File: config.mk
export PLATFORM = sky130hd
export DESIGN_NAME = i2c_stream_master
export DESIGN_NICKNAME = d
export VERILOG_FILES = /design/src/rtl/i2c_stream_pkg.sv /design/src/rtl/i2c_phase_gen.sv /design/src/rtl/i2c_shreg.sv /design/src/rtl/i2c_stream_master.sv
export SDC_FILE = /design/constraint.sdc
export NUM_CORES = 1
export LEC_CHECK = 0
export BUFFER_PORTS_ARGS = -buffer_cell sky130_fd_sc_hd__buf_2
export CORE_ASPECT_RATIO = 1.5
export CORE_MARGIN = 3
export CORE_UTILIZATION = 50
export DETAILED_ROUTE_END_ITERATION = 16
export PLACE_DENSITY = 0.83
export SKIP_LAST_GASP = 1
export SLEW_MARGIN = 20
export SYNTH_ARGS = -nofsm -noshare
export SYNTH_HDL_FRONTEND = slang
export SYNTH_SLANG_ARGS = --single-unit
File: constraint.sdc
create_clock -name clk_i -period 1.8 [get_ports clk_i]
set_input_delay 0.54 -clock clk_i [delete_from_list [all_inputs] [get_ports clk_i]]
set_output_delay 0.54 -clock clk_i [all_outputs]
set_load 0.02 [all_outputs]
File: src/rtl/i2c_stream_pkg.sv
package i2c_stream_pkg;
  localparam int ADDR_W = 7;
  localparam int BYTE_W = 8;

  typedef enum logic [2:0] {
    ST_IDLE,
    ST_START,
    ST_BIT,
    ST_ACK,
    ST_STOP
  } state_e;
endpackage

File: src/rtl/i2c_phase_gen.sv
module i2c_phase_gen #(
  parameter int unsigned QTR = 10
) (
  input  logic       clk_i,
  input  logic       rst_ni,
  input  logic       run_i,
  output logic       tick_o,
  output logic [1:0] phase_o
);
  localparam int CW = (QTR > 1) ? $clog2(QTR) : 1;

  logic [CW-1:0] cnt_q;

  assign tick_o = run_i && (cnt_q == CW'(QTR - 1));

  always_ff @(posedge clk_i or negedge rst_ni) begin
    if (!rst_ni) begin
      cnt_q   <= '0;
      phase_o <= 2'd0;
    end else if (!run_i) begin
      cnt_q   <= '0;
      phase_o <= 2'd0;
    end else if (tick_o) begin
      cnt_q   <= '0;
      phase_o <= phase_o + 2'd1;
    end else begin
      cnt_q <= cnt_q + CW'(1);
    end
  end
endmodule

File: src/rtl/i2c_shreg.sv
module i2c_shreg #(
  parameter int W = 8
) (
  input  logic         clk_i,
  input  logic         rst_ni,
  input  logic         load_i,
  input  logic [W-1:0] load_val_i,
  input  logic         shift_i,
  input  logic         sin_i,
  output logic [W-1:0] q_o
);
  always_ff @(posedge clk_i or negedge rst_ni) begin
    if (!rst_ni)      q_o <= '0;
    else if (load_i)  q_o <= load_val_i;
    else if (shift_i) q_o <= {q_o[W-2:0], sin_i};
  end
endmodule

File: src/rtl/i2c_stream_master.sv
module i2c_stream_master
  import i2c_stream_pkg::*;
#(
  parameter int unsigned SYS_CLK_HZ = 200_000_000,
  parameter int unsigned SCL_HZ     = 10_000
) (
  input  logic              clk_i,
  input  logic              rst_ni,
  input  logic              ena_i,
  input  logic [ADDR_W-1:0] addr_i,
  input  logic              rw_i,
  input  logic [BYTE_W-1:0] wdata_i,
  output logic [BYTE_W-1:0] rdata_o,
  output logic              busy_o,
  output logic              load_o,
  output logic              ack_err_o,
  output logic              scl_low_o,
  output logic              sda_low_o,
  input  logic              sda_i
);
  localparam int unsigned QTR    = SYS_CLK_HZ / (4 * SCL_HZ);
  localparam int          BIT_CW = $clog2(BYTE_W);

  state_e              state_q;
  logic                tick;
  logic [1:0]          phase;
  logic                rw_q, first_q, ack_bad_q, ack_sent_q, cap_q;
  logic [BIT_CW-1:0]   bit_cnt_q;
  logic [BYTE_W-1:0]   tx_q, rx_q, tx_val;
  logic                tx_mode, ack_go, tx_load, tx_shift, rx_shift;
  logic                in_start_w, in_stop_w;

  assign busy_o     = (state_q != ST_IDLE);
  assign tx_mode    = first_q | ~rw_q;
  assign in_start_w = (state_q == ST_START);
  assign in_stop_w  = (state_q == ST_STOP);
  // SCL is low in the first half of every bit and of STOP
  assign scl_low_o  = (state_q == ST_BIT || state_q == ST_ACK || state_q == ST_STOP)
                      && !phase[1];

  always_comb begin
    ack_go   = tx_mode ? (!ack_bad_q && ena_i) : ack_sent_q;
    tx_val   = (state_q == ST_IDLE) ? {addr_i, rw_i} : wdata_i;
    tx_load  = (state_q == ST_IDLE && ena_i) ||
               (state_q == ST_ACK && tick && phase == 2'd3 && ack_go && !rw_q);
    tx_shift = (state_q == ST_BIT) && tick && (phase == 2'd3);
    rx_shift = (state_q == ST_BIT) && tick && (phase == 2'd2) && !tx_mode;
  end

  i2c_phase_gen #(.QTR(QTR)) u_phase (
    .clk_i   (clk_i),
    .rst_ni  (rst_ni),
    .run_i   (busy_o),
    .tick_o  (tick),
    .phase_o (phase)
  );

  i2c_shreg #(.W(BYTE_W)) u_tx (
    .clk_i      (clk_i),
    .rst_ni     (rst_ni),
    .load_i     (tx_load),
    .load_val_i (tx_val),
    .shift_i    (tx_shift),
    .sin_i      (1'b0),
    .q_o        (tx_q)
  );

  i2c_shreg #(.W(BYTE_W)) u_rx (
    .clk_i      (clk_i),
    .rst_ni     (rst_ni),
    .load_i     (1'b0),
    .load_val_i ('0),
    .shift_i    (rx_shift),
    .sin_i      (sda_i),
    .q_o        (rx_q)
  );

  always_ff @(posedge clk_i or negedge rst_ni) begin
    if (!rst_ni) begin
      state_q    <= ST_IDLE;
      rw_q       <= 1'b0;
      first_q    <= 1'b0;
      ack_bad_q  <= 1'b0;
      ack_sent_q <= 1'b0;
      cap_q      <= 1'b0;
      bit_cnt_q  <= '0;
      sda_low_o  <= 1'b0;
      load_o     <= 1'b0;
      ack_err_o  <= 1'b0;
      rdata_o    <= '0;
    end else begin
      load_o <= 1'b0;
      cap_q  <= 1'b0;
      if (cap_q) rdata_o <= rx_q;
      unique case (state_q)
        ST_IDLE: if (ena_i) begin
          state_q   <= ST_START;
          rw_q      <= rw_i;
          first_q   <= 1'b1;
          ack_err_o <= 1'b0;
        end
        ST_START: if (tick) begin
          if (phase == 2'd1) sda_low_o <= 1'b1;   // falls with SCL high
          if (phase == 2'd3) begin
            state_q   <= ST_BIT;
            bit_cnt_q <= '0;
          end
        end
        ST_BIT: if (tick) begin
          if (phase == 2'd0) sda_low_o <= tx_mode & ~tx_q[BYTE_W-1];
          if (phase == 2'd2 && !tx_mode && bit_cnt_q == BIT_CW'(BYTE_W - 1))
            cap_q <= 1'b1;
          if (phase == 2'd3) begin
            if (bit_cnt_q == BIT_CW'(BYTE_W - 1)) begin
              state_q <= ST_ACK;
              load_o  <= 1'b1;
            end else begin
              bit_cnt_q <= bit_cnt_q + BIT_CW'(1);
            end
          end
        end
        ST_ACK: if (tick) begin
          if (phase == 2'd0) begin
            sda_low_o  <= !tx_mode && ena_i;
            ack_sent_q <= ena_i;
          end
          if (phase == 2'd2) ack_bad_q <= sda_i;
          if (phase == 2'd3) begin
            first_q   <= 1'b0;
            bit_cnt_q <= '0;
            if (tx_mode && ack_bad_q) ack_err_o <= 1'b1;
            state_q <= ack_go ? ST_BIT : ST_STOP;
          end
        end
        ST_STOP: if (tick) begin
          if (phase == 2'd0) sda_low_o <= 1'b1;
          if (phase == 2'd2) sda_low_o <= 1'b0;   // rises with SCL high
          if (phase == 2'd3) state_q <= ST_IDLE;
        end
        default: state_q <= ST_IDLE;
      endcase
    end
  end
endmodule

==> results by group, run 1 <==
STA
  • Worst-case clock skew: 9.300 ps
  • Fmax: 0.5230 GHz
  • Fin crit period: 1912 ps
  • Slew Viols, Final: 0
  • Hold Vio Cnt, Final: 0
  • Setup violators final: 15
  • Tcrit/Tclk final: 106.2%
  • Slew @ Worst Pin: 367.4 ps
  • Final worst slack: -112.2 ps
  • Worst rel slew slack: 75.44%
  • WHS: 208.1 ps
  • RSZ-0062 raised after global routing: true

Route
  • Drt pass-1 iters: 4
  • Per-cell routed wire length: 16.54 um
  • Initial DRC Count: 103
  • ANT nets after route: 0
  • Vias per inst: 5.629
  • Routed WL: 6103 um
  • Vias: 2077
  • DRC viols: 0

Job
  • Max-Cap Viols: 0

Finish
  • Layout filler cell count: 343
  • Layout area overhead: 31.32%
  • ANT cells: 0
  • Share of cells above drive strength 1: 39.93%
  • Nets@finish: 329
  • Final Util: 68.49%

Die
  • DIE AREA: 5964 um2
  • IO Pins: 33
  • Initial Utilization: 52.15%
  • Core ar.: 4848 um2
  • Die Ht: 93.10 um
  • Row cnt: 31
  • Die X: 64.07 um

Synth
  • Cell count after synthesis: 233
  • Synthesized flop and latch total: 53
  • Top FF cell, synth: dfrtp_1
  • Synth Cell Area: 2529 um2
  • Mapped Avg Cell Area: 10.85 um2
  • Top cells by area, synth: dfrtp_1 (52%), mux2_2 (8.9%), nand2_1 (5.5%)
  • Syn_nets: 260
  • Synth Warn #: 0
  • Post-synth ARST share: 100.0%
  • Register area share after synthesis: 52.45%
  • Yosys top cell by area: dfrtp_1
  • Number of flops mapped to enable cells by yosys: 0
  • Synth cell types: 39
  • Yosys top cell area share: 52.45%

Global route
  • Largest net degree at the start of global routing: 54
  • All-layer global routing usage: 21.47%
  • Initial antenna violation count: 0
  • Vias in the first global route: 2106
  • Grt ovf: 0
  • First-pass GRT wire length: 9970 um

Placed design
  • Port Buf Inserts: 32
  • Dpl hpwl: 3957 um
  • RD Place Congestion: 0.8750

Power and ir drop
  • Pint: 1947 uW
  • Gate power share: 16.3%
  • Worst VDD drop: 732.2 uV
  • PD cells: 791.0 nW/um2
  • Leakage power figure: 0.001578 uW
  • Part of the power in registers: 52.9%
  • Clk pwr share: 30.7%
  • Sw Ratio: 25.89%
  • Switching power total: 680.1 uW

Setup path
  • Critical-path cell list: buf_6 -> nor4b_4 -> nand4_1 -> buf_6 -> a211o_1 -> mux2_4
  • Crit-path max FO: 6
  • Startpoint types: flop
  • CP most frequent cell: buf_6
  • Required time of the critical path: 1990 ps
  • Critical path capture point type: flop
  • CP peak stage delay: 420 ps
  • Critical path type: reg -> reg
  • Slowest CP cell: dfrtp_1
  • Crit path DAT: 2100 ps

Clock network
  • Clock Sink Count: 53
  • Longest Clk Path Bufs: 2
  • CTS tree: yes
  • CTS HTree Levels: 2
  • Clk_lat worst skew: 310 ps
  • Clock root cell: clkbuf_8
  • Num CTS Buffers: 5
  • Worst-path clk slew: 100 ps

Status
  • Outcome: finished, violations left
  • Failing checks: setup timing

Worst hold path
  • Hold WC Path Type: in -> async
## path summary, 6_finish.rpt
path	endpoint	slack (ps)	from	cells past startpoint
max	bit_cnt_q[0]$_DFFE_PN0P_	-110	u_phase.cnt_q[6]$_DFF_PN0_	6
min reg2reg	u_phase.cnt_q[0]$_DFF_PN0_	470	u_phase.cnt_q[0]$_DFF_PN0_	1
min in group clk_i	u_phase.cnt_q[0]$_DFF_PN0_	470	u_phase.cnt_q[0]$_DFF_PN0_	1
max in group asynchronous	state_q[1]$_DFFE_PN0P_	1350	rst_ni	2
min	bit_cnt_q[0]$_DFFE_PN0P_	210	rst_ni	2
max reg2reg	bit_cnt_q[0]$_DFFE_PN0P_	-110	u_phase.cnt_q[6]$_DFF_PN0_	6
## registers in the layout, summed over array words and instances (netlist names)
| signal | count |
|---|---|
| u_phase.cnt_q | 13 |
| rdata_o | 8 |
| u_rx.q_o | 8 |
| u_tx.q_o | 8 |
| bit_cnt_q | 3 |
| state_q | 3 |
| u_phase.phase_o | 2 |
| ack_bad_q | 1 |
| ack_err_o | 1 |
| ack_sent_q | 1 |
| cap_q | 1 |
| first_q | 1 |
| load_o | 1 |
| rw_q | 1 |
| sda_low_o | 1 |
## through the flow
step                      worst slack, ps  area, um2  power (uW)  TNS [ps]  std cells
final                              -112.2       3321        2627    -861.6        369
after detailed placement           -78.28       2955        1793    -706.6        348
after global placement              7.963       2955        1778         0        348
after global routing               -198.4       3321        2749     -3511        369
after floorplan                    -54.97       2549        1592    -391.7        233
after CTS                          -101.9       3232        2615     -1291        366
## power by group through the flow
stage	Clock, uW	Sequential (uW)	Combinational (uW)
CTS	816	1380	419
global route	855	1400	491
detailed placement	0	1410	387
global placement	0	1400	379
finish	808	1390	429
floorplan	0	1410	178
## area by class of cell
cell class | instances | area, um2 | share of cell area [%]
clock buffer | 5 | 68.82 | 2.072
clock inverter | 3 | 46.29 | 1.394
inverter | 7 | 30.03 | 0.9043
multi-input combinational | 166 | 1290 | 38.85
sequential | 53 | 1329 | 40.01
tap | 66 | 82.58 | 2.487
timing repair buffer | 69 | 474.2 | 14.28
## layer usage
metal  vias to the layer above  routed length [um]  track usage (%)
li1                        965                   -                -
met1                      1021                2342            23.77
met2                        66                3258            36.93
met3                        25                 234            4.207
met4                         0                 267            13.87
met5                         -                   0                0
## Yosys cell counts (all sizes together) (2+ instances only)
cell type,instances
a22o,3
a21oi,12
nand3b,2
and4,3
nand2,37
nor2,17
mux2i,2
nor3,3
inv,7
xnor2,3
nor2b,4
nand2b,2
or3,2
xor2,6
clkbuf,5
nor4b,3
mux2,20
nand4,4
dfrtp,53
nand3,5
and3,3
o21ai,7
nor4,3
buf,2
a221o,7
o31ai,2
ha,7
## critical path: cells and delay by family, from the launching register on
kind	cells	cell delay (ps)
DFF	1	420
muxes	1	270
AOI/OAI and AO/OA	1	280
and+or+nand+nor	2	500
buffers and inverters	2	320
## kinds of logic after synthesis
kind of cell	after synthesis	synth area share, %
xor gates and xnor gates	9	3.117
buffers and inverters	14	2.177
and+or+nand+nor	89	18.41
DFF	53	52.45
adders and majority gates	7	3.463
AOI/OAI and AO/OA	39	10.69
muxes	22	9.698
## repair_timing
action | 4_1_cts | 5_1_grt
resized for setup | 22 | 15
hold buffers | 0 | 0
pin swaps | 6 | 7
endpoints found under the setup margin | 19 | 40
setup buffers | 11 | 3
## layout by cell type (no fill, tap or decap), types with 3 or more instances in the layout
cell type	count
nand2_1	35
mux2_4	9
xnor2_1	3
xor2_1	6
buf_4	33
nor4b_4	3
o21ai_0	7
mux2_2	11
nor2b_1	3
nand3_1	5
nand4_1	4
inv_1	4
clkbuf_8	5
nor2_1	15
ha_1	6
buf_2	30
buf_6	5
dfrtp_1	51
a21oi_1	12
a221o_1	7
a22o_1	3
Note: power is estimated with default switching activity, not from simulation.
==> run 2: changes to the inputs <==
==> constraint.sdc (replaced) <==
create_clock -name clk_i -period 1.8 [get_ports clk_i]
set_input_delay 0.54 -clock clk_i [delete_from_list [all_inputs] [get_ports clk_i]]
set_output_delay 0.54 -clock clk_i [all_outputs]
set_load 0.01 [all_outputs]
==> results by group, run 2 (synthesis gave the netlist of run 1 again) <==
Finish
  • Nets@finish: 326 (-0.91%)
  • Finished Layout Cells: 366 (-0.81%)
  • Largest Register: u_phase.cnt_q
  • Most common cell after layout, fill and taps aside: dfrtp_1
  • ANT cells: 0 (unchanged)
  • Layout area overhead: 29.24%
  • Most frequent cells in the layout: dfrtp_1 (51), nand2_1 (35), buf_2 (32), buf_4 (29), nor2_1 (15)
  • Max reg flops: 13 (unchanged)
  • Design area: 3268 um2 (-1.6%)
  • Share of cells above drive strength 1: 41.33% (+1.4 points)

STA
  • Tcrit/Tclk final: 105.9% (-0.33 points)
  • Worst-case clock skew: 11.22 ps (+1.923 ps)
  • Setup violators final: 13 (-2)
  • Setup TNS: -434.0 ps (+427.6 ps)
  • Fin crit period: 1906 ps (-5.949 ps)
  • Worst rel slew slack: 73.88% (-1.6 points)
  • Fmax: 0.5246 GHz (+0.31%)
  • RSZ-0062 raised after global routing: true
  • Final worst slack: -106.2 ps (+5.949 ps)
  • Slew @ Worst Pin: 390.7 ps (+23.32 ps)
  • Hold Vio Cnt, Final: 0 (unchanged)
  • Slew Viols, Final: 0 (unchanged)

Clock network
  • Longest Clk Path Bufs: 2 (unchanged)
  • Clock root cell: clkbuf_8
  • CTS HTree Levels: 2 (unchanged)
  • Hold-fix buffers at CTS: 0 (unchanged)
  • Clk_lat worst skew: 320 ps (about the same)
  • CTS tree: yes
  • Clock Sink Count: 53 (unchanged)
  • Worst-path clk slew: 100 ps (about the same)
  • Num CTS Buffers: 5 (unchanged)

Power and ir drop
  • Gate power share: 16.2% (about the same)
  • Leakage power figure: 0.001572 uW (-0.33%)
  • Pint: 1785 uW (-8.3%)
  • Sw Ratio: 28.15% (+2.3 points)
  • Worst VDD drop: 596.8 uV (-18%)
  • Clk pwr share: 27.9% (-2.8 points)
  • Switching power total: 699.3 uW (+2.8%)
  • PD cells: 760.2 nW/um2 (-3.9%)
  • Part of the power in registers: 55.9% (+3.0 points)

Route
  • DRC viols: 0 (unchanged)
  • Vias: 2040 (-1.8%)
  • Per-cell routed wire length: 16.53 um (about the same)
  • Initial DRC Count: 96 (-6.8%)
  • ANT nets after route: 0 (unchanged)
  • Routed WL: 6049 um (-0.88%)
  • Vias per inst: 5.574 (-0.98%)
  • Drt pass-1 iters: 4 (unchanged)

Setup path
  • Crit-path max FO: 4 (-2)
  • CP peak stage delay: 470 ps (+50 ps)
  • Flop2flop setup slack: -30 ps (+80 ps)
  • Critical path type: reg -> out
  • Critical-path cell list: buf_6 -> and3_4 -> nor2_2 -> nor2_1 -> buf_2
  • Slowest CP cell: dfrtp_2
  • Critical path capture point type: output pin
  • Startpoint types: flop
  • Required time of the critical path: 1260 ps (-730 ps)
  • Crit path DAT: 1370 ps (-730 ps)

Global route
  • Vias in the first global route: 2032 (-3.5%)
  • Initial antenna violation count: 0 (unchanged)
  • Largest net degree at the start of global routing: 54 (unchanged)
  • Grt ovf: 0 (unchanged)
  • All-layer global routing usage: 20.16% (-1.3 points)
  • First-pass GRT wire length: 9273 um (-7.0%)

Placed design
  • DP Worst Slack: -32.64 ps (+45.64 ps)
  • Dpl hpwl: 3980 um (+0.56%)
  • Port Buf Inserts: 32 (unchanged)
  • Dpl cell area: 2948 um2 (-0.25%)
  • RD Place Congestion: 0.8850 (+1.1%)
  • Placed Cells incl. Taps: 347 (-0.29%)

Worst hold path
  • Hold WC Path Type: in -> async

Status
  • Failing checks: setup timing
  • Outcome: finished, violations left

Die
  • Die X: 64.07 um (unchanged)
  • IO Pins: 33 (unchanged)
  • Die Ht: 93.10 um (unchanged)
  • Initial Utilization: 52.15% (unchanged)
  • Core ar.: 4848 um2 (unchanged)
  • Row cnt: 31 (unchanged)
  • DIE AREA: 5964 um2 (unchanged)

Job
  • Max-Cap Viols: 0 (unchanged)
[run 2: power by group through the flow]
stage / combinational [uW] / sequential, uW / clock, uW
global route: 452 / 1400 / 762
global placement: 381 / 1390 / 0
floorplan: 178 / 1410 / 0
CTS: 398 / 1390 / 707
finish: 402 / 1390 / 694
detailed placement: 397 / 1400 / 0
[run 2: critical path, delay by kind of cell (launching register included)]
family                 cells  cell delay [ps]
buffers and inverters      2              270
AND/OR/NAND/NOR            3              310
flip-flops                 1              470
[run 2: final cells by class]
| cell class | count | area, um2 |
|---|---|---|
| clock buffer | 5 | 68.82 |
| clock inverter | 3 | 25.02 |
| fill | 346 | 1580 |
| inverter | 7 | 30.03 |
| multi-input combinational | 167 | 1301 |
| sequential | 53 | 1329 |
| tap | 66 | 82.58 |
| timing repair buffer | 65 | 431.7 |
[run 2: metal layers]
| layer | routed length [um] | GRT usage [%] | vias to the layer above |
|---|---|---|---|
| met5 | 0 | 0 | - |
| met4 | 232 | 9.910 | 0 |
| met3 | 204 | 3.846 | 20 |
| met2 | 3314 | 35.55 | 57 |
| met1 | 2298 | 22.97 | 998 |
| li1 | - | - | 965 |
[run 2: per-stage QoR]
stage,total power [uW],utilization (%),hold slack (ps)
5_1_grt,2615,67.41,200.6
2_1_floorplan,1592,-,244.4
3_5_place_dp,1800,60.80,456.4
6_report,2484,67.41,195.6
3_3_place_gp,1775,60.80,447.5
4_1_cts,2492,64.98,210.0
[run 2: what timing repair did]
action                                  CTS  global route
cloned                                    0             1
setup buffers                             7             4
endpoints found under the hold margin     0             0
endpoints found under the setup margin   12            34
gates resized for setup                  17            21
pin swaps                                 6             4
[run 2: path summary, 6_finish.rpt]
| kind | end | startpoint | cells past startpoint |
|---|---|---|---|
| setup / recovery | scl_low_o | state_q[2]$_DFFE_PN0P_ | 5 |
| hold / removal | rdata_o[3]$_DFFE_PN0P_ | rst_ni | 2 |
| setup reg to reg | u_rx.q_o[6]$_DFFE_PN0P_ | u_phase.cnt_q[11]$_DFF_PN0_ | 5 |
| hold reg to reg | u_phase.cnt_q[0]$_DFF_PN0_ | u_phase.cnt_q[0]$_DFF_PN0_ | 1 |
| max in group asynchronous | state_q[2]$_DFFE_PN0P_ | rst_ni | 2 |
| min in group clk_i | u_rx.q_o[0]$_DFFE_PN0P_ | sda_i | 2 |
==> run 3: changes to the inputs <==
- CORE_ASPECT_RATIO: 1.5 -> unset
==> results by group, run 3 (synthesis gave the netlist of run 1 again) <==
Job
  • Max-Cap Viols: 0 (unchanged)

Finish
  • Most common cell after layout, fill and taps aside: dfrtp_1
  • Largest Register: u_phase.cnt_q
  • Share of cells above drive strength 1: 40.26% (-1.1 points)
  • Layout area overhead: 29.94%
  • Finished Layout Cells: 375 (+2.5%)
  • Nets@finish: 334 (+2.5%)
  • ANT cells: 0 (unchanged)
  • Most frequent cells in the layout: dfrtp_1 (51), buf_4 (37), nand2_1 (35), buf_2 (32), mux2_2 (18)
  • Max reg flops: 13 (unchanged)

Clock network
  • Worst-path clk slew: 100 ps (about the same)
  • Clk_lat worst skew: 310 ps (about the same)
  • Clock root cell: clkbuf_8
  • Num CTS Buffers: 5 (unchanged)
  • CTS HTree Levels: 2 (unchanged)
  • CTS tree: yes
  • Clock Sink Count: 53 (unchanged)
  • Longest Clk Path Bufs: 2 (unchanged)

Die
  • Die Ht: 77.12 um (-17%)
  • Row cnt: 25 (-19%)
  • IO Pins: 33 (unchanged)
  • DIE AREA: 5947 um2 (-0.30%)
  • Initial Utilization: 52.49% (+0.34 points)
  • Core ar.: 4817 um2 (-0.65%)
  • Die X: 77.12 um (+20%)

Power and ir drop
  • Worst VDD drop: 485.0 uV (-19%)
  • Leakage power figure: 0.001552 uW (-1.3%)
  • PD cells: 753.7 nW/um2 (-0.85%)
  • Overall power: 2477 uW (-0.32%)

Setup path
  • CP bufs+invs: 2 (unchanged)
  • CP peak stage delay: 450 ps (-20 ps)
  • Family with the most delay on the worst path: flip-flops
  • Crit path DAT: 1330 ps (-40 ps)
  • Critical path capture point type: output pin
  • Flop2flop setup slack: -70 ps (-40 ps)
  • Crit-path max FO: 3 (-1)
  • Slowest CP cell: dfrtp_1
  • Startpoint types: flop
  • Critical-path cell list: inv_2 -> and3_4 -> nor2_2 -> nor2_1 -> buf_2
  • Required time of the critical path: 1260 ps (about the same)
  • Critical path type: reg -> out

STA
  • Setup violators final: 16 (+3)
  • RSZ-0062 raised after global routing: true
  • Worst-case clock skew: 4.258 ps (-6.965 ps)
  • Fmax: 0.5349 GHz (+2.0%)
  • Tcrit/Tclk final: 103.9% (-2.0 points)
  • Slew @ Worst Pin: 443.0 ps (+52.26 ps)
  • WHS: 158.3 ps (-37.22 ps)
  • Hold Vio Cnt, Final: 0 (unchanged)
  • Fin crit period: 1869 ps (-36.82 ps)
  • Setup TNS: -563.8 ps (-129.8 ps)
  • Final worst slack: -69.42 ps (+36.82 ps)
  • Slew Viols, Final: 0 (unchanged)
  • Worst rel slew slack: 70.47% (-3.4 points)

Route
  • Initial DRC Count: 102 (+6.3%)
  • DRC viols: 0 (unchanged)
  • Vias per inst: 5.584 (+0.18%)
  • Drt pass-1 iters: 5 (+1)
  • Per-cell routed wire length: 15.83 um (-4.2%)
  • ANT nets after route: 0 (unchanged)
  • Routed WL: 5938 um (-1.8%)
  • Vias: 2094 (+2.6%)

Status
  • Failing checks: setup timing
  • Outcome: finished, violations left

Placed design
  • Placed Cells incl. Taps: 355 (+2.3%)
  • RD Place Congestion: 0.8675 (-2.0%)
  • Dpl hpwl: 4054 um (+1.9%)
  • Port Buf Inserts: 32 (unchanged)

Global route
  • Largest net degree at the start of global routing: 21 (-61%)
  • Initial antenna violation count: 0 (unchanged)
  • First-pass GRT wire length: 9942 um (+7.2%)
  • All-layer global routing usage: 20.93% (+0.77 points)
  • Grt ovf: 0 (unchanged)
  • Vias in the first global route: 2167 (+6.6%)

Worst hold path
  • Hold WC Path Type: in -> async
-- run 3: area by class of cell --
type                    instances  area, um2
clock buffers                   5      68.82
clock inverters                 3      26.28
fillers                       366       1531
inverters                       7      26.28
multi-input cells             167       1251
flip-flops and latches         53       1329
well taps                      67      83.83
repair buffers                 73      500.5
-- run 3: per-layer routing --
layer / vias up / global-route usage [%] / routed length (um)
met5: - / 0 / 0
met4: 0 / 9.431 / 216
met3: 24 / 4.577 / 275
met2: 69 / 36.15 / 3056
met1: 1018 / 24.94 / 2390
li1: 983 / - / -
-- run 3: through the flow --
stage / setup slack, ps / util, % / instance area [um2]
after floorplan: -54.97 / - / 2549
after global placement: 5.092 / 62.57 / 3014
after detailed placement: -67.21 / 62.57 / 3014
after CTS: -37.96 / 66.52 / 3204
after global routing: -134.4 / 68.21 / 3286
final: -69.42 / 68.21 / 3286
-- run 3: final timing paths --
kind                                                 start                             end  cells past startpoint
worst max-delay path                state_q[0]$_DFFE_PN0P_                       scl_low_o                      5
worst min-delay path                                rst_ni          rdata_o[4]$_DFFE_PN0P_                      1
worst max register to register  u_phase.cnt_q[4]$_DFF_PN0_         u_rx.q_o[0]$_DFFE_PN0P_                      5
worst min register to register      rdata_o[5]$_DFFE_PN0P_          rdata_o[5]$_DFFE_PN0P_                      1
max in group asynchronous                           rst_ni  u_phase.phase_o[1]$_DFFE_PN0P_                      2
min in group clk_i                                    rw_i                rw_q$_DFFE_PN0P_                      2
-- run 3: power breakdown --
part | switching [uW] | leakage, uW | internal [uW]
clock | 412 | 0.0000423 | 283
combinational | 188 | 0.000819 | 220
sequential | 81.0 | 0.000691 | 1290
total | 681 | 0.00155 | 1800
-- run 3: timing repair --
action	in CTS	in global routing
endpoints found under the hold margin	0	0
cloned	1	0
gates resized for setup	11	12
pin swaps	5	4
hold buffers	0	0
endpoints found under the setup margin	19	35
setup buffers	8	4
